$ cat config.mk
export PLATFORM = sky130hd
export DESIGN_NAME = rtc_link_target
export DESIGN_NICKNAME = d
export VERILOG_FILES = /design/src/rtl/rtc_link_pkg.sv /design/src/rtl/rtc_link_sync.sv /design/src/rtl/rtc_regbank.sv /design/src/rtl/rtc_link_fsm.sv /design/src/rtl/rtc_link_target.sv
export SDC_FILE = /design/constraint.sdc
export NUM_CORES = 1
export LEC_CHECK = 0
export ABC_AREA = 1
export BUFFER_PORTS_ARGS = -buffer_cell sky130_fd_sc_hd__buf_4
export CAP_MARGIN = 30
export CORE_MARGIN = 2
export CORE_UTILIZATION = 35
export DETAILED_ROUTE_END_ITERATION = 16
export GPL_ROUTABILITY_DRIVEN = 0
export SYNTH_ARGS = -nofsm -noshare
export SYNTH_HDL_FRONTEND = slang
export SYNTH_HIERARCHICAL = 1
export SYNTH_SLANG_ARGS = --single-unit
$ cat constraint.sdc
create_clock -name clk -period 1.75 [get_ports clk]
set_input_delay 0.0875 -clock clk [delete_from_list [all_inputs] [get_ports clk]]
set_output_delay 0.0875 -clock clk [all_outputs]
set_load 0.02 [all_outputs]
$ cat src/rtl/rtc_link_pkg.sv
package rtc_link_pkg;
    typedef enum logic [1:0] {
        L_IDLE  = 2'd0,
        L_SHIFT = 2'd1,
        L_ARM   = 2'd2,
        L_SEND  = 2'd3
    } link_state_t;
endpackage

$ cat src/rtl/rtc_link_sync.sv
module rtc_link_sync #(
    parameter int N      = 3,
    parameter int STAGES = 2
) (
    input  logic         clk,
    input  logic         rst_n,
    input  logic [N-1:0] d,
    output logic [N-1:0] q
);
    logic [STAGES-1:0][N-1:0] stg;

    always_ff @(posedge clk or negedge rst_n) begin
        if (!rst_n) stg <= '0;
        else        stg <= {stg[STAGES-2:0], d};
    end

    assign q = stg[STAGES-1];
endmodule

$ cat src/rtl/rtc_regbank.sv
module rtc_regbank #(
    parameter int DATA_W   = 32,
    parameter int ADDR_W   = 3,
    parameter int SEC_ADDR = 0
) (
    input  logic              clk,
    input  logic              rst_n,
    input  logic              tick,
    input  logic              wr_en,
    input  logic [ADDR_W-1:0] wr_addr,
    input  logic [DATA_W-1:0] wr_data,
    input  logic [ADDR_W-1:0] rd_addr,
    output logic [DATA_W-1:0] rd_data
);
    localparam int NREGS = 1 << ADDR_W;
    localparam logic [ADDR_W-1:0] SEC_A = ADDR_W'(SEC_ADDR);

    logic [NREGS-1:0][DATA_W-1:0] bank;

    for (genvar g = 0; g < NREGS; g++) begin : g_reg
        localparam logic [ADDR_W-1:0] MY_A = ADDR_W'(g);
        logic [DATA_W-1:0] val;
        logic              hit;
        assign hit = wr_en && (wr_addr == MY_A);
        if (g == SEC_ADDR) begin : g_sec
            always_ff @(posedge clk or negedge rst_n) begin
                if (!rst_n)    val <= '0;
                else if (hit)  val <= wr_data;
                else if (tick) val <= val + 1'b1;
            end
        end else begin : g_plain
            always_ff @(posedge clk or negedge rst_n) begin
                if (!rst_n)   val <= '0;
                else if (hit) val <= wr_data;
            end
        end
        assign bank[g] = val;
    end

    assign rd_data = bank[rd_addr];


    counter_write_wins_chk: assert property (@(posedge clk) disable iff (!rst_n)
        (wr_en && wr_addr == SEC_A && tick) |=> bank[SEC_A] == $past(wr_data));


    sec_tick_chk: assert property (@(posedge clk) disable iff (!rst_n)
        (tick && !(wr_en && wr_addr == SEC_A)) |=> bank[SEC_A] == $past(bank[SEC_A]) + DATA_W'(1));


    write_commit_chk: assert property (@(posedge clk) disable iff (!rst_n)
        wr_en |=> bank[$past(wr_addr)] == $past(wr_data));
endmodule

$ cat src/rtl/rtc_link_fsm.sv
module rtc_link_fsm
    import rtc_link_pkg::*;
#(
    parameter int DATA_W = 32,
    parameter int ADDR_W = 3
) (
    input  logic              clk,
    input  logic              rst_n,
    input  logic              ready_rst,
    input  logic              en,
    input  logic              sclk,
    input  logic              sdi,
    input  logic [DATA_W-1:0] rd_data,
    output logic [ADDR_W-1:0] rd_addr,
    output logic              wr_en,
    output logic [ADDR_W-1:0] wr_addr,
    output logic [DATA_W-1:0] wr_data,
    output logic              ready,
    output logic              sdo
);
    localparam int FRAME_W = DATA_W + ADDR_W;
    localparam int BCNT_W  = $clog2(FRAME_W + 1);
    localparam int OCNT_W  = $clog2(DATA_W + 1);

    link_state_t        state, state_nx;
    logic               en_d, sclk_d;
    logic               en_rise, sclk_rise, sclk_fall;
    logic [FRAME_W-1:0] shreg;
    logic [BCNT_W-1:0]  bcnt;
    logic               full;
    logic [DATA_W-1:0]  osh;
    logic [OCNT_W-1:0]  ocnt;

    always_ff @(posedge clk or negedge rst_n) begin
        if (!rst_n) begin
            en_d   <= 1'b0;
            sclk_d <= 1'b0;
        end else begin
            en_d   <= en;
            sclk_d <= sclk;
        end
    end

    assign en_rise   = en && !en_d;
    assign sclk_rise = sclk && !sclk_d;
    assign sclk_fall = !sclk && sclk_d;
    assign full      = (bcnt == BCNT_W'(FRAME_W));
    assign rd_addr   = shreg[ADDR_W-1:0];
    assign ready     = (state == L_IDLE);

    // state register
    always_ff @(posedge clk or negedge rst_n) begin
        if (!rst_n) state <= L_IDLE;
        else        state <= state_nx;
    end

    always_comb begin
        state_nx = state;
        if (ready_rst) begin
            state_nx = L_IDLE;
        end else begin
            unique case (state)
                L_IDLE:  if (en_rise) state_nx = L_SHIFT;
                L_SHIFT: if (sclk_rise && !en) state_nx = sdi ? L_IDLE : L_ARM;
                L_ARM:   if (sclk_fall) state_nx = L_SEND;
                L_SEND:  if (sclk_fall && ocnt == OCNT_W'(DATA_W - 1)) state_nx = L_IDLE;
            endcase
        end
    end

    // datapath and outputs
    always_ff @(posedge clk or negedge rst_n) begin
        if (!rst_n) begin
            shreg   <= '0;
            bcnt    <= '0;
            osh     <= '0;
            ocnt    <= '0;
            sdo     <= 1'b0;
            wr_en   <= 1'b0;
            wr_addr <= '0;
            wr_data <= '0;
        end else begin
            wr_en <= 1'b0;
            if (ready_rst) begin
                shreg <= '0;
                bcnt  <= '0;
                ocnt  <= '0;
                sdo   <= 1'b0;
            end else begin
                unique case (state)
                    L_IDLE: begin
                        if (en_rise) begin
                            shreg <= '0;
                            bcnt  <= '0;
                            sdo   <= 1'b0;
                        end
                    end
                    L_SHIFT: begin
                        if (sclk_rise) begin
                            if (en) begin
                                shreg <= {shreg[FRAME_W-2:0], sdi};
                                if (!full) bcnt <= bcnt + 1'b1;
                            end else if (sdi) begin
                                wr_en   <= full;
                                wr_addr <= shreg[ADDR_W-1:0];
                                wr_data <= shreg[FRAME_W-1:ADDR_W];
                            end else begin
                                osh  <= rd_data;
                                ocnt <= '0;
                            end
                        end
                    end
                    L_ARM: begin
                        ocnt <= '0;
                    end
                    L_SEND: begin
                        if (sclk_fall) begin
                            sdo  <= osh[DATA_W-1];
                            osh  <= {osh[DATA_W-2:0], 1'b0};
                            ocnt <= ocnt + 1'b1;
                        end
                    end
                endcase
            end
        end
    end


    ready_rst_chk: assert property (@(posedge clk) disable iff (!rst_n)
        ready_rst |=> (ready && !sdo));


    idle_no_commit_chk: assert property (@(posedge clk) disable iff (!rst_n)
        (state == L_IDLE) |=> !wr_en);


    short_write_chk: assert property (@(posedge clk) disable iff (!rst_n)
        wr_en |-> $past(full));


    send_len_chk: assert property (@(posedge clk) disable iff (!rst_n)
        (state == L_SEND) |-> (ocnt < OCNT_W'(DATA_W)));
endmodule

$ cat src/rtl/rtc_link_target.sv
module rtc_link_target #(
    parameter int DATA_W      = 32,
    parameter int ADDR_W      = 3,
    parameter int SEC_ADDR    = 0,
    parameter int SYNC_STAGES = 2
) (
    input  logic clk,
    input  logic rst_n,
    input  logic link_en,
    input  logic link_sclk,
    input  logic link_sdi,
    output logic link_sdo,
    output logic link_ready,
    input  logic ready_rst,
    input  logic sec_tick
);
    logic [2:0]        sync_q;
    logic              wr_en;
    logic [ADDR_W-1:0] wr_addr;
    logic [DATA_W-1:0] wr_data;
    logic [ADDR_W-1:0] rd_addr;
    logic [DATA_W-1:0] rd_data;

    rtc_link_sync #(.N(3), .STAGES(SYNC_STAGES)) u_sync (
        .clk   (clk),
        .rst_n (rst_n),
        .d     ({link_en, link_sclk, link_sdi}),
        .q     (sync_q)
    );

    rtc_link_fsm #(.DATA_W(DATA_W), .ADDR_W(ADDR_W)) u_fsm (
        .clk       (clk),
        .rst_n     (rst_n),
        .ready_rst (ready_rst),
        .en        (sync_q[2]),
        .sclk      (sync_q[1]),
        .sdi       (sync_q[0]),
        .rd_data   (rd_data),
        .rd_addr   (rd_addr),
        .wr_en     (wr_en),
        .wr_addr   (wr_addr),
        .wr_data   (wr_data),
        .ready     (link_ready),
        .sdo       (link_sdo)
    );

    rtc_regbank #(.DATA_W(DATA_W), .ADDR_W(ADDR_W), .SEC_ADDR(SEC_ADDR)) u_bank (
        .clk     (clk),
        .rst_n   (rst_n),
        .tick    (sec_tick),
        .wr_en   (wr_en),
        .wr_addr (wr_addr),
        .wr_data (wr_data),
        .rd_addr (rd_addr),
        .rd_data (rd_data)
    );
endmodule

# Word level (Yosys, flattened, before mapping)
# Cells that the tools add are included.
[word_totals]
regBits = 382
latchBits = 0
ram_bits = 0
rom_bits = 0
inputBits = 7
output_inout_bits = 2
word_cells = 126
memories = 0
[classes]
n_addsub = 3
mul = 0
div = 0
order_cmp = 1
n_eq_ne = 26
shifts = 0
mux = 42
bitwise_logic = 2
reduce_logical = 31
[ops]
columns = ["cell", "n"]
rows = [
  ["32-bit two-way mux", 7],
  ["35-bit two-way mux", 4],
  ["32-bit binary-select mux with 3-bit select", 1],
  ["35-bit case mux with 2 select lines", 1],
  ["32-bit case mux with 2 select lines", 1],
  ["6-bit two-way mux", 10],
  ["32-bit by 1-bit adder with 32-bit output (second input constant)", 1],
  ["6-bit case mux with 3 select lines", 1],
  ["3-bit by 2-bit != test with 1-bit output (second input constant)", 5],
  ["5-bit AND reduction", 3],
  ["1-bit logical AND", 13],
  ["6-bit by 1-bit adder with 6-bit output (second input constant)", 2],
  ["3-bit == test (second input constant)", 4],
  ["2-bit two-way mux", 6],
  ["3-bit != test (second input constant)", 4],
  ["6-bit case mux with 2 select lines", 1],
  ["1-bit two-way mux", 8],
  ["2-bit case mux with 4 select lines", 1],
  ["4-bit AND reduction", 2],
  ["3-bit by 2-bit == test with 1-bit output (second input constant)", 2],
  ["6-bit by 5-bit == test with 1-bit output (second input constant)", 1],
  ["6-bit == test (second input constant)", 1],
  ["6-bit AND reduction", 1],
  ["3-bit nonzero test", 2],
  ["other kinds (15)", 23],
]

# Logic depth before layout (Yosys ltp)
[depth]
ltp_word = 6
ltp_mapped = 12
mapped_depth_nobuf = 10

# Cells and area by module
# The synthesis kept the hierarchy.
[by_module_without_submodules]
columns = ["module", "instances", "cells_per_inst", "area_per_inst_um2", "seq_area_each_um2"]
rows = [
  ["rtc_regbank", 1, 1558, 12550.8, 6406.1],
  ["rtc_link_fsm", 1, 620, 5427.7, 3002.9],
  ["rtc_link_sync", 1, 9, 172.7, 150.1],
]

# Least setup slack after synthesis
# Ideal clock, no wire load.
[synth_path]
path_type = "register to register"
start = "register u_fsm.state[0]"
end = "register u_fsm.shreg[25]"
setup_time_ns = 0.117
arrival_time_ns = 1.513
required_time_ns = 1.633
setup_slack_ns = 0.120
path_stages_with_launch = 12
n_path_buf = 1
synth_period_minus_slack_ns = 1.630
path_cell_list = "dfrtp_1 -> inv_1 -> ha_1 -> inv_1 -> nor2_1 -> nand2_1 -> inv_1 -> nor2_1 -> nand2_2 -> buf_6 -> nand2_1 -> nand2_1"
[synth_between]
elab_chain_len = 3
[synth_lines]
columns = ["element", "line", "rtl"]
rows = [
  ["from (decl)", "rtc_link_fsm.sv:25", "link_state_t state, state_nx;"],
  ["from (signal assigned)", "rtc_link_fsm.sv:54", "else state <= state_nx;"],
  ["2-bit logical NOT *", "-", ""],
  ["net link_ready", "rtc_link_target.sv:13", "output logic link_ready,"],
  ["3-bit by 1-bit != test with 1-bit output (no source line), or another cell as far along", "-", ""],
  ["4-bit AND reduction (no source line) or 35-bit two-way mux (tied branches)", "-", ""],
  ["to (signal assigned)", "rtc_link_fsm.sv:101", "shreg <= {shreg[FRAME_W-2:0], sdi};"],
  ["to (decl)", "rtc_link_fsm.sv:28", "logic [FRAME_W-1:0] shreg;"],
]
# Mark *: on every way through the listed nets, which the timed path passes. The rest lies on a longest branch.
# A chain may end at the register's enable or synchronous reset.

# Final worst setup path
[layout_path]
start = "register u_fsm.shreg[0]"
end = "register u_fsm.osh[6]"
[layout_between]
elab_chain_len = 6
[layout_lines]
columns = ["element", "line", "rtl"]
rows = [
  ["32-bit binary-select mux with 3-bit select", "rtc_regbank.sv:40", "assign rd_data = bank[rd_addr];"],
  ["32-bit two-way mux (implied by the code)", "rtc_regbank.sv:40", ""],
  ["net rd_data[6]", "rtc_link_target.sv:22", "logic [DATA_W-1:0] rd_data;"],
  ["32-bit two-way mux", "rtc_link_fsm.sv:103", "end else if (sdi) begin"],
  ["32-bit two-way mux", "rtc_link_fsm.sv:100", "if (en) begin"],
  ["32-bit two-way mux", "rtc_link_fsm.sv:99", "if (sclk_rise) begin"],
  ["32-bit case mux with 2 select lines", "rtc_link_fsm.sv:90", "unique case (state)"],
  ["to (signal assigned)", "rtc_link_fsm.sv:108", "osh <= rd_data;"],
  ["to (signal assigned)", "rtc_link_fsm.sv:119", "osh <= {osh[DATA_W-2:0], 1'b0};"],
  ["to (decl)", "rtc_link_fsm.sv:31", "logic [DATA_W-1:0] osh;"],
]
# The timed path passes the listed nets, and every way through them passes these cells. The select of a mux whose other input is x is not followed.

==> results.json <==
{
  "grt_max_degree": 71,
  "dr_wl_met2_mm": 23.6,
  "diodes": 0,
  "drc_errors": 0,
  "cpPeakStageDelay_ns": 0.52,
  "cp.buffers_inverters": 4,
  "die_w_um": 232,
  "timing_worst_setup_path_type": "reg2reg",
  "final_common_cell": "nand2_1",
  "cts_tree": "built",
  "multi_input_area_mm2": 0.00743,
  "fp.dieH_um": 232,
  "fin_skew_ns": 0.0156,
  "syn_inst": 2187,
  "ff2ff_path_depth": 10,
  "cts_root_buf": "clkbuf_16",
  "grt_pass1_wl_mm": 78.4,
  "top_layer": "met4",
  "startpoint_type": "register",
  "netlist_area_mm2": 0.0182,
  "regArea_mm2": 0.00957,
  "ios": 9,
  "cts.htree.levels": 2,
  "synthTopCellsByArea": "dfrtp_1, nand2_1, o21ai_0, mux2i_1, inv_1",
  "grt_pass1_vias": 14517,
  "dp.cells": 2832,
  "period_needed_ns": 1.70,
  "syn_to_final_growth_pct": 18.4,
  "dieArea_mm2": 0.0537,
  "hold_violations": 0,
  "cp.required_ns": 2.20,
  "synth_warnings": 6,
  "slowest_stage": "dfrtp_4",
  "design.core.area_mm2": 0.0513,
  "status": "finished clean",
  "endpoint_kind": "register",
  "clock-sinks": 382,
  "overflow": 0,
  "ys_ff_latch": 382,
  "crit_fanout": 8,
  "final_cell_mix": "nand2_1, dfrtp_1, o21ai_0, inv_1, nor2_1",
  "drv_cap": 0,
  "vias_per_cell": 5.14,
  "worst_slack_ns": 0.0499,
  "fp-row-count": 83,
  "crit_start": "u_fsm/shreg[0]",
  "synth.avg_cell_area_um2": 8.30,
  "leakagePower_nw": 9.72,
  "place_ws_ns": -0.0498,
  "cp_top_family": "buffers and inverters",
  "crit_cells": 10,
  "r2r_slack_ns": 0.05,
  "finalCoreUtilization_pct": 41.9,
  "min_path_type": "in2async",
  "ys_seq_area_share_pct": 52.7,
  "max_freq_mhz": 588,
  "dr.pass1.iters": 5,
  "drt-initial-drc-count": 1199,
  "start_util_pct": 35.4,
  "final_nets": 2242,
  "ir_drop_mv": 0.938,
  "final_max_slew_viol_count": 0,
  "setup_violations": 0,
  "grt_use_total_pct": 18.1,
  "yosysUniqueCellTypes": 33,
  "port_buffers": 8,
  "clk_latency_ns": 0.57,
  "wl_per_cell_um": 17.3,
  "path_cells": "clkinv_8 > buf_12 > buf_12 > buf_6 > nor2_2 > o22ai_1 > nand2_1 > nand2_1 > mux2i_1 > o21ai_1",
  "reg2reg_from": "u_fsm/shreg[0]",
  "rr_endpoint": "u_fsm/osh[6]",
  "critPathCapture": "u_fsm/osh[6]",
  "vias": 15091,
  "rsz0062_at_grt": "yes",
  "power_density_mw_per_mm2": 1150,
  "ant_nets": 0,
  "drive_gt1_share_pct": 12.2,
  "final_cells": 2935,
  "wl_mm": 50.7,
  "met3_length_mm": 3.10,
  "nFillCells": 5071,
  "synth.top_cell.area_share_pct": 52.7,
  "antenna_found_initial": 0,
  "clockBufferDepth": 3,
  "path_clk_slew_ns": 0.06,
  "tightest_slew_ns": 0.470,
  "fin_crit_sh_pct": 97.1,
  "slew_headroom_pct": 68.6,
  "dp_hpwl_mm": 30.3,
  "met1Wirelength_mm": 22.7,
  "synth_area_leader_cell": "dfrtp_1",
  "synth_fp_nets": 2201,
  "cts_buffers": 42,
  "arrival_ns": 2.15
}
==> cells by family (layout without fill, tap and decap cells) <==
group	Yosys count	count (layout)	synth area share, %
simple gates	900	901	19.9
compound gates	527	527	15.6
flops	382	382	52.7
buf+inv	293	360	7.11
mux	66	66	3.64
xor+xnor	12	12	0.579
fa+ha+maj	7	7	0.483
==> flip-flops by register name, summed over array words and instances, names as in the netlist <==
signal,flops
u_bank/g.val,256
u_fsm/wr_data,32
u_fsm/en_d,1
u_fsm/wr_en,1
u_sync/stg,3
u_fsm/state,2
u_fsm/wr_addr,3
u_fsm/bcnt,6
u_fsm/ocnt,6
u_fsm/shreg,35
u_fsm/sdo,1
u_fsm/sclk_d,1
u_sync/q,3
u_fsm/osh,32
==> report_power, final <==
| group | switching [mW] | internal, mW |
|---|---|---|
| clock | 3.60 | 5.57 |
| combinational | 3.29 | 2.29 |
| sequential | 0.528 | 9.40 |
==> Yosys cell counts <==
master,n
a21oi_1,37
a21oi_2,29
buf_1,5
buf_2,36
buf_4,13
buf_6,13
clkbuf_1,63
dfrtp_1,382
ha_1,7
inv_1,158
inv_2,5
mux2i_1,66
nand2_1,628
nand2_2,11
nand3_1,82
nand3_2,1
nand3b_1,1
nand4_1,8
nand4_2,1
nor2_1,150
nor2_2,9
nor2_4,3
nor3_1,4
nor3_4,1
o211ai_1,2
o21ai_0,370
o21ai_1,28
o21bai_1,2
o221ai_1,2
o22ai_1,57
or2_2,1
xnor2_1,1
xor2_1,11
==> routing by layer <==
metal / GRT usage (%) / up-vias
met5: 0 / -
met4: 5.75 / 0
met3: 2.84 / 80
met2: 29.2 / 401
met1: 25.1 / 7384
li1: - / 7226
==> repair_timing <==
action / 4_1_cts / 5_1_grt
endpoints found under the setup margin: 15 / 124
pin swaps: 0 / 14
buffers inserted: 3 / 9
resized for setup: 5 / 84
hold buffers: 6 / 0
endpoints found under the hold margin: 397 / 0
gates cloned: 0 / 14
==> how the worst min path moves through the flow <==
stage / end / slack [ns]
2_1_floorplan: u_bank/g_reg[0].val[0] / -0.21
3_3_place_gp: u_bank/g_reg[7].val[0] / 0.05
3_5_place_dp: u_fsm/osh[0] / 0.04
4_1_cts: u_fsm/osh[0] / 0.02
5_1_grt: u_fsm/osh[0] / 0.05
6_report: u_fsm/osh[30] / 0.04
==> area by class of cell <==
cell class,count,area share [%]
multi-input cells,1513,34.6
well taps,680,3.96
repair buffers,126,7.44
clock buffers,64,6.08
clock inverters,7,0.559
flip-flops and latches,382,44.5
inverters,163,2.90
==> per-stage QoR <==
step	power, mW	instance area (um^2)	hold WS, ns	TNS [ns]
after floorplan	13.1	18200	-0.208	0
after global placement	14.8	19500	0.0467	-0.000469
after detailed placement	14.9	19500	0.0447	-0.0953
after CTS	24.2	21000	0.0221	0
after global routing	25.9	21500	0.0498	-0.198
final	24.7	21500	0.0391	0
(Power assumes the default switching activity.)
